### config.mk
export PLATFORM = sky130hd
export DESIGN_NAME = wdog_supervisor
export DESIGN_NICKNAME = d
export VERILOG_FILES = /design/src/rtl/wdog_sup_pkg.sv /design/src/rtl/wdog_sup_sync.sv /design/src/rtl/wdog_sup_por.sv /design/src/rtl/wdog_sup_timer.sv /design/src/rtl/wdog_supervisor.sv
export SDC_FILE = /design/constraint.sdc
export NUM_CORES = 1
export LEC_CHECK = 0
export ABC_CLOCK_PERIOD_IN_PS = 2210
export CAP_MARGIN = 15
export CORE_UTILIZATION = 60
export CTS_CLUSTER_DIAMETER = 40
export DETAILED_ROUTE_END_ITERATION = 12
export DONT_BUFFER_PORTS = 1
export GPL_ROUTABILITY_DRIVEN = 0
export PLACE_DENSITY = 0.83
export SYNTH_ARGS = -nofsm -noshare
export SYNTH_HDL_FRONTEND = slang
export SYNTH_HIERARCHICAL = 1
export SYNTH_SLANG_ARGS = --single-unit
### constraint.sdc
create_clock -name clk -period 2.21 [get_ports clk]
set_input_delay 0.3315 -clock clk [delete_from_list [all_inputs] [get_ports clk]]
set_output_delay 0.3315 -clock clk [all_outputs]
set_load 0.1 [all_outputs]
### src/rtl/wdog_sup_pkg.sv
package wdog_sup_pkg;
  typedef enum logic [2:0] {
    FLT_NONE  = 3'd0,
    FLT_SLEEP = 3'd1,
    FLT_THERM = 3'd2,
    FLT_UV    = 3'd3,
    FLT_WDOG  = 3'd4,
    FLT_POR   = 3'd5
  } flt_code_e;
endpackage

### src/rtl/wdog_sup_sync.sv
// Two-flop synchronizer on the watchdog line plus a third stage for edge detect.
module wdog_sup_sync #(
  parameter int unsigned STAGES = 2
) (
  input  logic clk,
  input  logic rst,
  input  logic async_i,
  output logic edge_o
);
  localparam int unsigned DEPTH = STAGES + 1;
  logic [DEPTH-1:0] chain_q;

  always_ff @(posedge clk) begin
    if (rst) chain_q <= '0;
    else     chain_q <= {chain_q[DEPTH-2:0], async_i};
  end

  // Either polarity counts as activity.
  assign edge_o = chain_q[DEPTH-1] ^ chain_q[DEPTH-2];
endmodule

### src/rtl/wdog_sup_por.sv
// Power-on delay: restarts while hold_i is high, finishes after DELAY clear cycles.
module wdog_sup_por #(
  parameter int unsigned DELAY = 200
) (
  input  logic clk,
  input  logic rst,
  input  logic hold_i,
  output logic done_q_o,
  output logic done_n_o
);
  localparam int unsigned CW = $clog2(DELAY + 1);
  logic [CW-1:0] cnt_q, cnt_n;
  logic          done_q, done_n;

  always_comb begin
    cnt_n  = cnt_q;
    done_n = done_q;
    if (hold_i) begin
      cnt_n  = '0;
      done_n = 1'b0;
    end else if (!done_q) begin
      if (cnt_q == CW'(DELAY - 1)) begin
        cnt_n  = '0;
        done_n = 1'b1;
      end else begin
        cnt_n = cnt_q + 1'b1;
      end
    end
  end

  always_ff @(posedge clk) begin
    if (rst) begin
      cnt_q  <= '0;
      done_q <= 1'b0;
    end else begin
      cnt_q  <= cnt_n;
      done_q <= done_n;
    end
  end

  assign done_q_o = done_q;
  assign done_n_o = done_n;
endmodule

### src/rtl/wdog_sup_timer.sv
// Watchdog timeout counter and reset pulse generator.
module wdog_sup_timer #(
  parameter int unsigned TIMEOUT = 200,
  parameter int unsigned PULSE   = 14
) (
  input  logic clk,
  input  logic rst,
  input  logic active_i,
  input  logic edge_i,
  output logic pulse_n_o
);
  localparam int unsigned TW = $clog2(TIMEOUT + 1);
  localparam int unsigned PW = $clog2(PULSE + 1);

  logic [TW-1:0] wait_q, wait_n;
  logic [PW-1:0] width_q, width_n;
  logic          pulse_q, pulse_n;

  always_comb begin
    wait_n  = wait_q;
    width_n = width_q;
    pulse_n = pulse_q;
    if (!active_i || edge_i) begin
      wait_n  = '0;
      width_n = '0;
      pulse_n = 1'b0;
    end else if (pulse_q) begin
      if (width_q == PW'(PULSE - 1)) begin
        width_n = '0;
        pulse_n = 1'b0;
      end else begin
        width_n = width_q + 1'b1;
      end
    end else if (wait_q == TW'(TIMEOUT - 1)) begin
      wait_n  = '0;
      width_n = '0;
      pulse_n = 1'b1;
    end else begin
      wait_n = wait_q + 1'b1;
    end
  end

  always_ff @(posedge clk) begin
    if (rst) begin
      wait_q  <= '0;
      width_q <= '0;
      pulse_q <= 1'b0;
    end else begin
      wait_q  <= wait_n;
      width_q <= width_n;
      pulse_q <= pulse_n;
    end
  end

  assign pulse_n_o = pulse_n;
endmodule

### src/rtl/wdog_supervisor.sv
module wdog_supervisor #(
  parameter int unsigned WD_TIMEOUT = 200,
  parameter int unsigned RST_PULSE  = (WD_TIMEOUT * 14 + 199) / 200,
  parameter int unsigned POR_DELAY  = WD_TIMEOUT,
  parameter bit          WD_DISABLE = 1'b0
) (
  input  logic       clk,
  input  logic       rst,
  input  logic       wdi_i,
  input  logic       en_lo_i,
  input  logic       en_hi_i,
  input  logic       tsd_i,
  input  logic       uv_i,
  output logic       npor_o,
  output logic       reg_en_o,
  output logic       drv_en_o,
  output logic [2:0] fault_code_o
);
  import wdog_sup_pkg::*;

  logic wd_edge, en_any, hold, por_done_q, por_done_n, pulse_n, wd_active, arm_n;
  flt_code_e code_n;

  assign en_any    = en_lo_i | en_hi_i;
  assign hold      = ~en_any | tsd_i | uv_i;
  assign wd_active = por_done_q & ~hold & ~WD_DISABLE;

  wdog_sup_sync #(.STAGES(2)) u_sync (
    .clk(clk), .rst(rst), .async_i(wdi_i), .edge_o(wd_edge)
  );

  wdog_sup_por #(.DELAY(POR_DELAY)) u_por (
    .clk(clk), .rst(rst), .hold_i(hold),
    .done_q_o(por_done_q), .done_n_o(por_done_n)
  );

  wdog_sup_timer #(.TIMEOUT(WD_TIMEOUT), .PULSE(RST_PULSE)) u_timer (
    .clk(clk), .rst(rst), .active_i(wd_active), .edge_i(wd_edge),
    .pulse_n_o(pulse_n)
  );

  // Driver gating: either waits for the first watchdog edge or follows the delay.
  generate
    if (WD_DISABLE) begin : g_no_wd
      assign arm_n = ~hold & por_done_n;
    end else begin : g_wd
      logic arm_q;
      always_ff @(posedge clk) begin
        if (rst) arm_q <= 1'b0;
        else     arm_q <= arm_n;
      end
      assign arm_n = (hold | ~por_done_n | pulse_n) ? 1'b0
                   : (arm_q | (wd_edge & por_done_q));
    end
  endgenerate

  // Priority: sleep, thermal, undervoltage, then delay/watchdog.
  always_comb begin
    if (!en_any)          code_n = FLT_SLEEP;
    else if (tsd_i)       code_n = FLT_THERM;
    else if (uv_i)        code_n = FLT_UV;
    else if (!por_done_n) code_n = FLT_POR;
    else if (pulse_n)     code_n = FLT_WDOG;
    else                  code_n = FLT_NONE;
  end

  always_ff @(posedge clk) begin
    if (rst) begin
      npor_o       <= 1'b0;
      reg_en_o     <= 1'b0;
      drv_en_o     <= 1'b0;
      fault_code_o <= FLT_POR;
    end else begin
      npor_o       <= ~hold & por_done_n & ~pulse_n;
      reg_en_o     <= en_any & ~tsd_i;
      drv_en_o     <= arm_n;
      fault_code_o <= code_n;
    end
  end
endmodule

==> impl.org <==
** Floorplan
- The floorplan step defined a die boundary enclosing around 0.0026 mm^2.
- The floorplan step set the die width to 51.1 um.
- Placement row count :: 17
- Die Span Y :: about 51 um
- During I/O placement, the number of pins put on the boundary was 13.
- Initial core utilization :: 64.8%
- The total area inside the core boundary comes to 0.00223 mm^2.

** Power
- VDD sags by at most around 0.48 mV.
- Total power per unit cell area :: 585 mW/mm^2
- For this design the static power due to leakage is between 0.0005 and 0.0006 uW.

** Finish
- The number of antenna diodes in the final layout is 0.
- The library cell used most frequently in the layout, excluding fill and tap cells, is dfxtp_1.
- Once layout is done, the placed cells without fillers occupy roughly 0.0016 mm^2.
- Fillcell total :: 164
- In the final layout, the share of cells above drive strength 1 is 13.9%.
- After the last flow step, the layout net total stands at 177.
- In the layout the commonest cells are dfxtp_1, nor2_1, a21oi_1, nor2b_1, nand2_1.
- Area added between synthesis and finish :: 7.79%

** STA
- Transition time of the tightest slew-check pin :: 0.516 ns
- Final worst-path cycle share :: 85.9%
- The final hold violation count is 0.
- Setup repair after global routing left no endpoint under its margin.
- The max-slew violation total from the final report is 0.
- Normalized max-slew margin :: 65.6%
- For the finished layout, the period the worst path requires is 1.90 ns.
- For the final routed database, the setup TNS stands at 0 ns.
- Timing would allow up to roughly 0.53 GHz.
- Finish-stage setup viols :: 0
- On the final layout, the worst hold slack is 0.0623 ns.
- Worst clock skew :: 0.00979 ns

** Detailed routing
- Dividing the detail-routed wire length by the instance count gives 13.7 um.
- After detailed routing, the total wire length is 2640 um.
- The detail route stage leaves a number of antenna-violating nets equal to 0.
- For this run, design rule violations remaining after detail routing come to 0.
- Ratio of routed vias to standard cells :: 6.04
- Total via count in the routed design :: 1,166
- Number of DRC markers after the initial detailed-route iteration :: 22
- The first detailed-routing pass ran for 4 iterations.

** Clocking
- The H-tree was split into 2 levels.
- In this run the deepest clock path goes through 2 buffers.
- In this run the clock root is driven by a clkbuf_4.
- Post-CTS timing repair inserted 0 buffers for setup.
- CTS tree :: built
- Post_cts resized :: 0
- Clk_lat worst skew :: 0.33 ns
- In this run, CTS created clock tree buffers numbering 5.
- For this design, the sink count on the clock tree is 31.
- In this run, post-CTS hold repair placed 0 buffers.
- After clock tree synthesis, the clock-pin slew on the worst setup and hold paths is 0.09 ns.

** Synthesis
- Synthesized netlist net count :: 165
- Share of synthesized registers carrying an async set or reset :: 0%
- Sequential elements use 42.9% of the synthesized area.
- The synthesized design contains 31 register bits.
- Leading register cell type out of synthesis :: dfxtp_1
- Synthesis Warnings :: 6
- Counting every instance in the synthesized netlist gives 154.
- Number of distinct library cells after synthesis :: 51
- Area of the mapped netlist :: 0.00145 mm^2
- Number of enable-type register cells in the synthesized netlist :: 0
- Post-synthesis area per instance :: 9.39 um^2

** GRT
- Wire length of the first global-routing pass :: 4400 um
- Number of antenna violations at the first check in global routing :: 0
- Entering global routing, the biggest net connects 18 pins.
- GRT Total Usage :: 23.7%
- The total overflow left after global routing is 0.
- The number of global-route vias before repair was 1,077.

** Placed design
- Summing all placed instances gives a cell area of 0.00152 mm^2.
- Half-perimeter wire length of the detailed placement result :: 1920 um
- PortBufs :: 0

** Worst setup path
- STA classifies the critical path startpoint as a flop.
- The critical path is of the reg2reg type.
- At the worst endpoint, the required time is between 2 and 2.5 ns.
- Flop-to-flop setup slack :: 0.31 ns
- STA classifies the critical path endpoint as a flop.
- Worst-path fanout max :: 9
- Data arrives at the worst endpoint at 2.14 ns.

** Hold path
- Type of the most critical hold path :: in2reg

** Flow run
- Number of max-cap violations :: 0

** Outcome
- The run finished with clean final reports.
[cells in the mapped netlist (3+ instances only)]
cell type	n	area (um^2)
o21ai_0	6	30.0
nand3b_1	3	22.5
nand3_1	5	25.0
inv_1	3	11.3
nand2_1	8	30.0
xnor2_1	3	26.3
dfxtp_1	31	621
ha_1	4	50.1
nor2b_1	8	50.1
nand4_1	3	18.8
a21oi_1	8	40.0
nand4b_1	3	26.3
nor2_1	19	71.3
xor2_1	3	26.3
or3_1	3	18.8
nor3_1	5	25.0
[worst max-delay path, stage by stage (launching register included)]
cell and delay (ns):
dfxtp_1 0.37, ha_1 0.23, and2_4 0.17, nand4_2 0.19
o21a_1 0.17, nor2_1 0.07, or3b_4 0.42, nor4b_4 0.21
[logic make-up (layout without fill, tap and decap cells)]
kind of cell               after synthesis  count (layout)  synth area share (%)
adders and majority gates                4               4                  3.46
DFF                                     31              31                  42.9
AOI/OAI and AO/OA                       31              31                  14.0
muxes                                    1               1                 0.692
buffers and inverters                    5              16                  1.90
xor gates and xnor gates                 6               6                  3.63
and+or+nand+nor                         76              76                  33.4
[area by class of cell]
type | instances | area, um^2 | area share, %
Tap cell | 28 | 35.0 | 2.25
Clock buffer | 6 | 41.3 | 2.65
Inverter | 3 | 11.3 | 0.722
Multi-Input combinational cell | 118 | 798 | 51.2
Sequential cell | 31 | 621 | 39.8
Timing Repair Buffer | 7 | 52.6 | 3.37
[stage by stage]
stage	util (%)	power, uW	cells	worst slack, ns
global route	69.8	950	193	0.199
finish	69.8	912	193	0.312
floorplan	-	628	154	0.467
CTS	69.8	926	193	0.306
global placement	68.0	639	187	0.408
detailed placement	68.0	641	187	0.328
[where the power goes]
group | switching, uW | total, uW | internal, uW
registers | 3.36 | 569 | 566
logic | 44.8 | 58.8 | 14.0
clock network | 171 | 284 | 113
total | 220 | 912 | 692
[routing by layer]
metal / global-route usage (%) / wire, um / part of all wire [%] / vias to the layer above
met4: 9.72 / 35 / 1.3 / 0
met5: 0 / 0 / 0 / -
met3: 11.0 / 118 / 4.5 / 5
met2: 39.7 / 1300 / 49 / 22
met1: 25.5 / 1190 / 45 / 558
li1: - / - / - / 581
[worst paths after layout]
path                     start           endpoint  depth (start not counted)
max          u_timer/wait_q[0]           drv_en_o                          7
min                        rst  u_sync/chain_q[1]                          1
min reg2reg  u_sync/chain_q[0]  u_sync/chain_q[1]                          1
max reg2reg  u_timer/wait_q[0]           drv_en_o                          7
[registers in the layout, summed over array words and instances, names as in the netlist]
signal           flops
u_por/cnt_q          8
u_timer/wait_q       8
u_timer/width_q      4
fault_code_o         3
u_sync/chain_q       3
drv_en_o             1
npor_o               1
reg_en_o             1
u_por/done_q_o       1
u_timer/pulse_q      1
No activity file was read; power rests on OpenSTA's default activity.
